### config.mk
export PLATFORM = sky130hd
export DESIGN_NAME = pms_bus_seq
export DESIGN_NICKNAME = d
export VERILOG_FILES = /design/src/rtl/pms_pkg.sv /design/src/rtl/pms_page_track.sv /design/src/rtl/pms_strobe_gen.sv /design/src/rtl/pms_bus_seq.sv
export SDC_FILE = /design/constraint.sdc
export NUM_CORES = 1
export LEC_CHECK = 0
export ABC_CLOCK_PERIOD_IN_PS = 4270
export BUFFER_PORTS_ARGS = -buffer_cell sky130_fd_sc_hd__buf_2
export CAP_MARGIN = 20
export CORE_ASPECT_RATIO = 0.9
export CORE_UTILIZATION = 55
export DETAILED_ROUTE_END_ITERATION = 8
export GPL_TIMING_DRIVEN = 1
export PLACE_DENSITY_LB_ADDON = 0.3
export SLEW_MARGIN = 5
export SYNTH_ARGS = -nofsm -noshare
export SYNTH_HDL_FRONTEND = slang
export SYNTH_SLANG_ARGS = --single-unit
### constraint.sdc
create_clock -name clk -period 4.27 [get_ports clk]
set_input_delay 0.854 -clock clk [delete_from_list [all_inputs] [get_ports clk]]
set_output_delay 0.854 -clock clk [all_outputs]
set_load 0.05 [all_outputs]
### src/rtl/pms_pkg.sv
package pms_pkg;
  typedef enum logic [1:0] {
    PH_IDLE = 2'd0,
    PH_MISS = 2'd1,
    PH_HIT  = 2'd2
  } phase_t;

  localparam logic [1:0] MODE_FAST = 2'b00;
  localparam logic [1:0] MODE_MID  = 2'b01;
endpackage

### src/rtl/pms_page_track.sv
module pms_page_track #(
  parameter int HI_W = 8
) (
  input  logic            clk,
  input  logic            rst_n,
  input  logic [1:0]      mode_i,
  input  logic            fetch_i,
  input  logic [HI_W-1:0] hi_i,
  input  logic            accept_i,
  output logic            miss_o,
  output logic [HI_W-1:0] page_o
);
  import pms_pkg::*;

  logic            valid_q;
  logic            force_q;
  logic [HI_W-1:0] page_q;
  logic            differs;

  assign differs = (hi_i != page_q);

  always_comb begin
    if (!valid_q) begin
      miss_o = 1'b1;
    end else begin
      case (mode_i)
        MODE_FAST: miss_o = !fetch_i || force_q || differs;
        MODE_MID:  miss_o = differs;
        default:   miss_o = fetch_i && differs;
      endcase
    end
  end

  always_ff @(posedge clk or negedge rst_n) begin
    if (!rst_n) begin
      valid_q <= 1'b0;
      force_q <= 1'b0;
      page_q  <= '0;
    end else if (accept_i) begin
      if (miss_o) begin
        page_q  <= hi_i;
        valid_q <= 1'b1;
      end
      if (fetch_i) force_q <= 1'b0;
      else if (mode_i == MODE_FAST) force_q <= 1'b1;
    end
  end

  assign page_o = page_q;
endmodule

### src/rtl/pms_strobe_gen.sv
module pms_strobe_gen #(
  parameter int HI_W  = 8,
  parameter int LO_W  = 8,
  parameter int CNT_W = 3
) (
  input  pms_pkg::phase_t   phase_i,
  input  logic [CNT_W-1:0]  cnt_i,
  input  logic [CNT_W-1:0]  half_i,
  input  logic [1:0]        mode_i,
  input  logic              fetch_i,
  input  logic              write_i,
  input  logic [HI_W-1:0]   page_i,
  input  logic [LO_W-1:0]   addr_lo_i,
  input  logic [LO_W-1:0]   wdata_i,
  output logic [HI_W-1:0]   hi_addr_o,
  output logic              hi_oe_o,
  output logic [LO_W-1:0]   lo_ad_o,
  output logic              lo_oe_o,
  output logic              ale_o,
  output logic              fetch_n_o,
  output logic              rd_n_o,
  output logic              wr_n_o
);
  import pms_pkg::*;

  logic in_hit;
  logic data_half;

  assign in_hit    = (phase_i == PH_HIT);
  assign data_half = in_hit && (cnt_i >= half_i);

  always_comb begin
    hi_oe_o   = (phase_i != PH_IDLE);
    hi_addr_o = hi_oe_o ? page_i : '0;
    ale_o     = (phase_i == PH_MISS);
    lo_oe_o   = in_hit && (!data_half || write_i);
    lo_ad_o   = '0;
    if (in_hit) lo_ad_o = data_half ? wdata_i : addr_lo_i;
    fetch_n_o = !(in_hit && fetch_i && ((mode_i == MODE_FAST) || data_half));
    rd_n_o    = !(data_half && !fetch_i && !write_i);
    wr_n_o    = !(data_half && write_i);
  end
endmodule

### src/rtl/pms_bus_seq.sv
module pms_bus_seq #(
  parameter int ADDR_W    = 16,
  parameter int DATA_W    = 8,
  parameter int FAST_HALF = 1,
  parameter int MID_HALF  = 2,
  parameter int SLOW_HALF = 4
) (
  input  logic                     clk,
  input  logic                     rst_n,
  input  logic [1:0]               mode_i,
  input  logic                     req_valid_i,
  output logic                     req_ready_o,
  input  logic [ADDR_W-1:0]        req_addr_i,
  input  logic                     req_fetch_i,
  input  logic                     req_write_i,
  input  logic [DATA_W-1:0]        req_wdata_i,
  output logic                     rsp_valid_o,
  input  logic                     rsp_ready_i,
  output logic [DATA_W-1:0]        rsp_data_o,
  output logic [ADDR_W-DATA_W-1:0] hi_addr_o,
  output logic                     hi_oe_o,
  output logic [DATA_W-1:0]        lo_ad_o,
  output logic                     lo_oe_o,
  input  logic [DATA_W-1:0]        lo_ad_i,
  output logic                     ale_o,
  output logic                     fetch_n_o,
  output logic                     rd_n_o,
  output logic                     wr_n_o
);
  import pms_pkg::*;

  localparam int HI_W  = ADDR_W - DATA_W;
  localparam int CNT_W = $clog2(2 * SLOW_HALF);
  localparam logic [CNT_W:0] ONE = 1;

  phase_t            phase_q;
  logic [CNT_W-1:0]  cnt_q;
  logic [CNT_W-1:0]  half_q;
  logic [CNT_W-1:0]  half_d;
  logic [1:0]        mode_q;
  logic              fetch_q;
  logic              write_q;
  logic [DATA_W-1:0] addr_lo_q;
  logic [DATA_W-1:0] wdata_q;
  logic [HI_W-1:0]   page;
  logic              miss;
  logic              accept;
  logic              miss_end;
  logic              hit_end;

  always_comb begin
    case (mode_i)
      MODE_FAST: half_d = CNT_W'(FAST_HALF);
      MODE_MID:  half_d = CNT_W'(MID_HALF);
      default:   half_d = CNT_W'(SLOW_HALF);
    endcase
  end

  assign req_ready_o = (phase_q == PH_IDLE) && !rsp_valid_o;
  assign accept      = req_valid_i && req_ready_o;
  assign miss_end    = (cnt_q == half_q - 1'b1);
  assign hit_end     = ({1'b0, cnt_q} == ({1'b0, half_q} << 1) - ONE);

  pms_page_track #(.HI_W(HI_W)) u_page (
    .clk      (clk),
    .rst_n    (rst_n),
    .mode_i   (mode_i),
    .fetch_i  (req_fetch_i),
    .hi_i     (req_addr_i[ADDR_W-1:DATA_W]),
    .accept_i (accept),
    .miss_o   (miss),
    .page_o   (page)
  );

  always_ff @(posedge clk or negedge rst_n) begin
    if (!rst_n) begin
      phase_q     <= PH_IDLE;
      cnt_q       <= '0;
      half_q      <= CNT_W'(FAST_HALF);
      mode_q      <= MODE_FAST;
      fetch_q     <= 1'b0;
      write_q     <= 1'b0;
      addr_lo_q   <= '0;
      wdata_q     <= '0;
      rsp_valid_o <= 1'b0;
      rsp_data_o  <= '0;
    end else begin
      if (rsp_valid_o && rsp_ready_i) rsp_valid_o <= 1'b0;
      case (phase_q)
        PH_IDLE: if (accept) begin
          phase_q   <= miss ? PH_MISS : PH_HIT;
          cnt_q     <= '0;
          half_q    <= half_d;
          mode_q    <= mode_i;
          fetch_q   <= req_fetch_i;
          write_q   <= req_write_i && !req_fetch_i;
          addr_lo_q <= req_addr_i[DATA_W-1:0];
          wdata_q   <= req_wdata_i;
        end
        PH_MISS: begin
          if (miss_end) begin
            phase_q <= PH_HIT;
            cnt_q   <= '0;
          end else begin
            cnt_q <= cnt_q + 1'b1;
          end
        end
        default: begin
          if (hit_end) begin
            phase_q <= PH_IDLE;
            cnt_q   <= '0;
            if (!write_q) begin
              rsp_data_o  <= lo_ad_i;
              rsp_valid_o <= 1'b1;
            end
          end else begin
            cnt_q <= cnt_q + 1'b1;
          end
        end
      endcase
    end
  end

  pms_strobe_gen #(.HI_W(HI_W), .LO_W(DATA_W), .CNT_W(CNT_W)) u_strobe (
    .phase_i   (phase_q),
    .cnt_i     (cnt_q),
    .half_i    (half_q),
    .mode_i    (mode_q),
    .fetch_i   (fetch_q),
    .write_i   (write_q),
    .page_i    (page),
    .addr_lo_i (addr_lo_q),
    .wdata_i   (wdata_q),
    .hi_addr_o (hi_addr_o),
    .hi_oe_o   (hi_oe_o),
    .lo_ad_o   (lo_ad_o),
    .lo_oe_o   (lo_oe_o),
    .ale_o     (ale_o),
    .fetch_n_o (fetch_n_o),
    .rd_n_o    (rd_n_o),
    .wr_n_o    (wr_n_o)
  );
endmodule

After elaboration in Yosys (flattened, before gate mapping)
Cells that the tools add are included.
{ "word_totals": {"register_bits": 47, "inputBits": 40, "output_inout_bits": 32, "wordCells": 84} }
{ "op_classes": {"n_addsub": 3, "order_cmp": 1, "n_eq_ne": 8, "mux": 21, "bitwise_logic": 2, "n_reduce_logical": 36} }
{ "op_table": {"columns": ["cell", "n"], "rows": [
  ["8-bit 2-to-1 mux", 3],
  ["1-bit logical AND", 12],
  ["3-bit one-hot mux with 2 select lines", 2],
  ["3-bit 2-to-1 mux", 3],
  ["1-bit logical NOT", 8],
  ["2-bit 2-to-1 mux", 4],
  ["8-bit != test", 1],
  ["1-bit 2-to-1 mux", 7],
  ["2-bit logical NOT", 3],
  ["2-bit AND reduction", 3],
  ["3-bit AND reduction", 2],
  ["2-bit by 1-bit equality test with 1-bit output, second input constant", 2],
  ["3-bit by 4-bit equality test with 1-bit output", 1],
  ["1-bit logical OR", 4],
  ["2-bit one-hot mux with 2 select lines", 1],
  ["2-bit nonzero test", 2],
  ["4-bit by 1-bit subtractor with 4-bit output, second input constant", 1],
  ["3-bit by 1-bit adder with 3-bit output, second input constant", 1],
  ["3-bit equality test", 1],
  ["3-bit greater-or-equal comparator", 1],
  ["3-bit nonzero test", 1],
  ["3-bit by 1-bit subtractor with 3-bit output, second input constant", 1],
  ["2-bit equality test, second input constant", 1],
  ["2-bit by 1-bit != test with 1-bit output, second input constant", 1],
  ["4 further kinds", 5]
]} }

Logic depth before layout (Yosys ltp)
{ "depth": {"ltp_word": 8, "ltp_mapped": 8} }

By module
Synthesis repeated with hierarchy kept, for this count alone.
{ "unflattened": {"hier_cells": 296, "area_unflattened_um2": 2740.1} }
{ "by_module_without_submodules": {"columns": ["module", "n_inst", "cells_each", "area_per_inst_um2"], "rows": [
  ["pms_bus_seq", 1, 157, 1580.3],
  ["pms_page_track", 1, 85, 802.0],
  ["pms_strobe_gen", 1, 54, 357.8]
]} }

Least setup slack after synthesis
OpenSTA, ideal clock, no wires.
{ "synth_path": {"path_type": "flip-flop to output port", "startpoint": "reg half_q[0]", "endpoint": "out lo_ad_o[0]", "t_arrival_ns": 2.257, "slack_ns": 1.159, "path_stages_with_launch": 8, "path_buffers": 1, "cell_sequence": "dfstp_2 > ha_1 > nand2b_1 > a21o_1 > a21oi_1 > buf_2 > mux2i_1 > nor2_1"} }
{ "synth_via": {"elab_chain_len": 4} }
{ "synth_rtl": {"columns": ["element", "line_no", "source"], "rows": [
  ["start: declaration", "pms_bus_seq.sv:38", "logic [CNT_W-1:0] half_q;"],
  ["start signal: assignment", "pms_bus_seq.sv:79", "half_q <= CNT_W'(FAST_HALF);"],
  ["start signal: assignment", "pms_bus_seq.sv:93", "half_q <= half_d;"],
  ["3-bit greater-or-equal comparator", "pms_strobe_gen.sv:30", "assign data_half = in_hit && (cnt_i >= half_i);"],
  ["1-bit logical AND", "pms_strobe_gen.sv:30", null],
  ["8-bit 2-to-1 mux (2 in series)", "pms_strobe_gen.sv:38", "if (in_hit) lo_ad_o = data_half ? wdata_i : addr_lo_i;"],
  ["end: declaration", "pms_bus_seq.sv:22", "output logic [DATA_W-1:0] lo_ad_o,"]
]} }
Every way passes these cells.

Worst setup path in the final report
{ "layout_path": {"startpoint": "reg cnt_q[0]", "endpoint": "out fetch_n_o"} }
{ "layout_via": {"elab_chain_len": 5} }
{ "layout_rtl": {"columns": ["element", "line_no", "source"], "rows": [
  ["start: declaration", "pms_bus_seq.sv:37", "logic [CNT_W-1:0] cnt_q;"],
  ["start signal: assignment", "pms_bus_seq.sv:105", "cnt_q <= cnt_q + 1'b1;"],
  ["start signal: assignment", "pms_bus_seq.sv:117", "cnt_q <= cnt_q + 1'b1;"],
  ["3-bit greater-or-equal comparator", "pms_strobe_gen.sv:30", null],
  ["1-bit logical AND", "pms_strobe_gen.sv:30", null],
  ["1-bit logical OR", "pms_strobe_gen.sv:39", "fetch_n_o = !(in_hit && fetch_i && ((mode_i == MODE_FAST) || data_half));"],
  ["1-bit logical AND", "pms_strobe_gen.sv:39", null],
  ["1-bit logical NOT", "pms_strobe_gen.sv:39", null],
  ["end: declaration", "pms_bus_seq.sv:26", "output logic fetch_n_o,"]
]} }
Every way passes these cells.

==> reports/results.txt <==
Core ar. -> 4050 um2
Slew Viols, Final -> 0
Critical path's slowest cell -> dfrtp_1
Critical path's largest stage delay -> 0.44 ns
Initial antenna violation count -> 0
Maxcap violations -> 0
FILL cells -> 339
Multi-input gate area -> 1070 um2
Via/cell ratio -> 5.15
Largest net degree at the start of global routing -> 48
Cell Rows -> 22
Sequential-to-total area share from yosys stat -> 50.8%
Synth cell types -> 36
Crit path max-delay family -> buffers and inverters
Slew @ Worst Pin -> 0.893 ns
Max clock buf depth -> 2
Final Skew -> 0.00469 ns
Layout cell share with drive strength beyond 1 -> 34.3%
Total CTS buffers -> 5
Yosys warnings -> 0
Crit path DAT -> 2.32 ns
CP Class -> register to output port
Vias in the first global route -> 1666
Area of the die -> 4480 um2
Die Height -> 63.6 um
Critical path startpoint category -> register
Port buffer count -> 71
Fin Setup TNS -> 0 ns
Critical Path RT -> 3.42 ns
Design Power -> 819 uW
Area Overhead vs Synth -> 22.8%
Mapped Nets -> 275
Crit Reg-Reg Startpoint -> half_q[0]
TritonCTS clock tree -> done
WL/cell -> 12.8 um
Max_slew headroom -> 40.5%
Ant diodes -> 0
Final ANT Viol Nets -> 0
Clock-pin transition on the worst setup and hold timing paths -> 0.08 ns
Dpl hpwl -> 3.21 mm
Critical path peak fanout -> 11
Endpoints failing hold -> 0
Critical path origin -> cnt_q[0]
Worst Hold Class -> register to register
Initial Utilization -> 57.3%
FF+latch area -> 1180 um2
Post-Syn Instances -> 230
Hold Path Origin -> u_page.valid_q
Syn Std Cell Area -> 2320 um2
Worst VDD drop -> 201 uV
Depth of the CTS H-tree -> 2
Leakage -> 1.66 nW
Post-CTS Setup Inserts -> 0
Later-pin clock latency in the skew report -> 0.31 ns
DR iter-0 viols -> 148
Clock root cell -> clkbuf_8
Cell Chain, Critical Path -> inv_1 -> ha_1 -> nand2b_1 -> a21o_1 -> a21oi_1 -> buf_4 -> o21ai_0 -> nand4_1 -> buf_2
CP bufs+invs -> 3
Final setup fails -> 0
Vias -> 1808
Clock sinks -> 47
Mapped Avg Cell Area -> 10.1 um2
Hold-fix buffer count after cts -> 0
PostCTS Resize Cnt -> 0
Period minus WS final -> 3.17 ns
Number of remaining DRC errors -> 0
Setup repair after global routing missed its margin -> no
Final Cycle Share -> 74.3%
GR Overflow Total -> 0
CP endpoint kind -> output port
Max frequency -> 315 MHz
Fin nets -> 347
1st-pass router iterations -> 4
Die X -> 70.4 um
Status -> complete, no violations
Num ports -> 72
Final Wtd Congestion -> 0.875
Pwr Density -> 288 nW/um2
GR Util All Layers -> 21.7%
#FFs+latches synth -> 47
WL final -> 4.50 mm
First-pass GRT wire length -> 7.45 mm
[per-stage QoR]
| stage | util, % | hold WS, ns | setup slack [ns] | instance area, um2 | cells |
|---|---|---|---|---|---|
| after floorplan | - | 0.435 | 1.16 | 2320 | 230 |
| after global placement | 66.8 | 0.452 | 1.50 | 2700 | 342 |
| after detailed placement | 66.8 | 0.458 | 1.46 | 2700 | 342 |
| after CTS | 69.7 | 0.482 | 1.08 | 2820 | 350 |
| after global routing | 70.4 | 0.493 | 0.965 | 2850 | 351 |
| final | 70.4 | 0.481 | 1.10 | 2850 | 351 |
[cells in the mapped netlist (all sizes together)]
library cell	instances	share of area (%)
a211oi	1	0.32
a21o	3	1.0
a21oi	4	0.86
a22oi	1	0.32
and2	1	0.27
buf	5	1.2
clkbuf	3	0.49
dfrtp	46	50
dfstp	1	1.1
ha	5	2.7
inv	8	1.3
mux2	16	7.8
mux2i	8	3.5
nand2	64	10
nand2b	3	0.81
nand3	1	0.22
nand3b	3	0.97
nand4	2	0.81
nor2	15	2.4
nor2b	10	2.7
nor3	2	0.65
nor3b	1	0.81
nor4	2	0.54
o21ai	8	2.2
o2bb2ai	1	0.38
o311ai	1	0.38
o31ai	1	0.32
or3	1	0.27
xnor2	1	0.38
xnor3	1	1.1
xor2	11	4.2
[state kept, by name, indices dropped and copies added (netlist names)]
register and cells:
u_page.page_o 8, u_page.valid_q 1, half_q 3, cnt_q 3, rsp_valid_o 1, mode_q 2
wdata_q 8, fetch_q 1, rsp_data_o 8, addr_lo_q 8, u_page.force_q 1, write_q 1
phase_q 2
[report_power, final]
part,internal (mW),switching (mW),total (mW)
sequential,0.445,0,0.445
combinational,0.0179,0.0181,0.0360
clock,0.189,0.149,0.339
[final timing paths]
kind	end	depth (start not counted)	slack [ns]
max	fetch_n_o	9	1.10
min	u_page.valid_q	1	0.48
max reg2reg	rsp_data_o[1]	6	1.99
min reg2reg	u_page.valid_q	1	0.48
max in group asynchronous	addr_lo_q[3]	2	3.24
min in group asynchronous	u_page.page_o[2]	1	0.53
[worst register-to-register path, cell delays in order (launching register included)]
cell and delay, ns:
dfstp_2 0.57, inv_1 0.06, ha_1 0.25, xnor2_1 0.26, nand4_2 0.20, nor3b_4 0.45
mux2_2 0.39
[cells in the final DEF (no fill, tap or decap), types with 2 or more instances in the layout]
| master | count |
|---|---|
| buf_2 | 71 |
| xor2_1 | 11 |
| nor2_1 | 15 |
| inv_1 | 8 |
| nor4_1 | 2 |
| mux2i_1 | 8 |
| dfrtp_1 | 46 |
| nor2b_1 | 10 |
| nand3b_1 | 3 |
| o21ai_0 | 7 |
| a21oi_1 | 4 |
| nand2b_1 | 3 |
| clkbuf_8 | 6 |
| mux2_2 | 16 |
| ha_1 | 5 |
| nand2_1 | 64 |
| a21o_1 | 2 |
[cell families (layout without fill, tap and decap cells)]
kind of cell,Yosys count,after routing,synth area share (%)
simple gates,105,105,20.8
flops,47,47,50.8
mux,24,24,11.2
compound gates,20,20,5.83
buf+inv,16,89,2.97
xor+xnor,13,13,5.67
fa+ha+maj,5,5,2.70
[area by class of cell]
class,count,share of cell area [%]
sequential,47,41.3
tap,48,2.11
multi-input combinational,167,37.7
timing repair buffer,73,13.7
inverter,8,1.05
clock inverter,2,1.23
clock buffer,6,2.90
[layer usage]
| layer | vias up | global-route usage [%] | share of wire (%) | wire (um) |
|---|---|---|---|---|
| li1 | 900 | - | - | - |
| met1 | 843 | 28.1 | 47 | 2110 |
| met2 | 55 | 35.4 | 47 | 2100 |
| met3 | 10 | 3.84 | 4.5 | 201 |
| met4 | 0 | 10.3 | 2.0 | 91 |
| met5 | - | 0 | 0 | 0 |
Power figures use the tool's default switching activity.
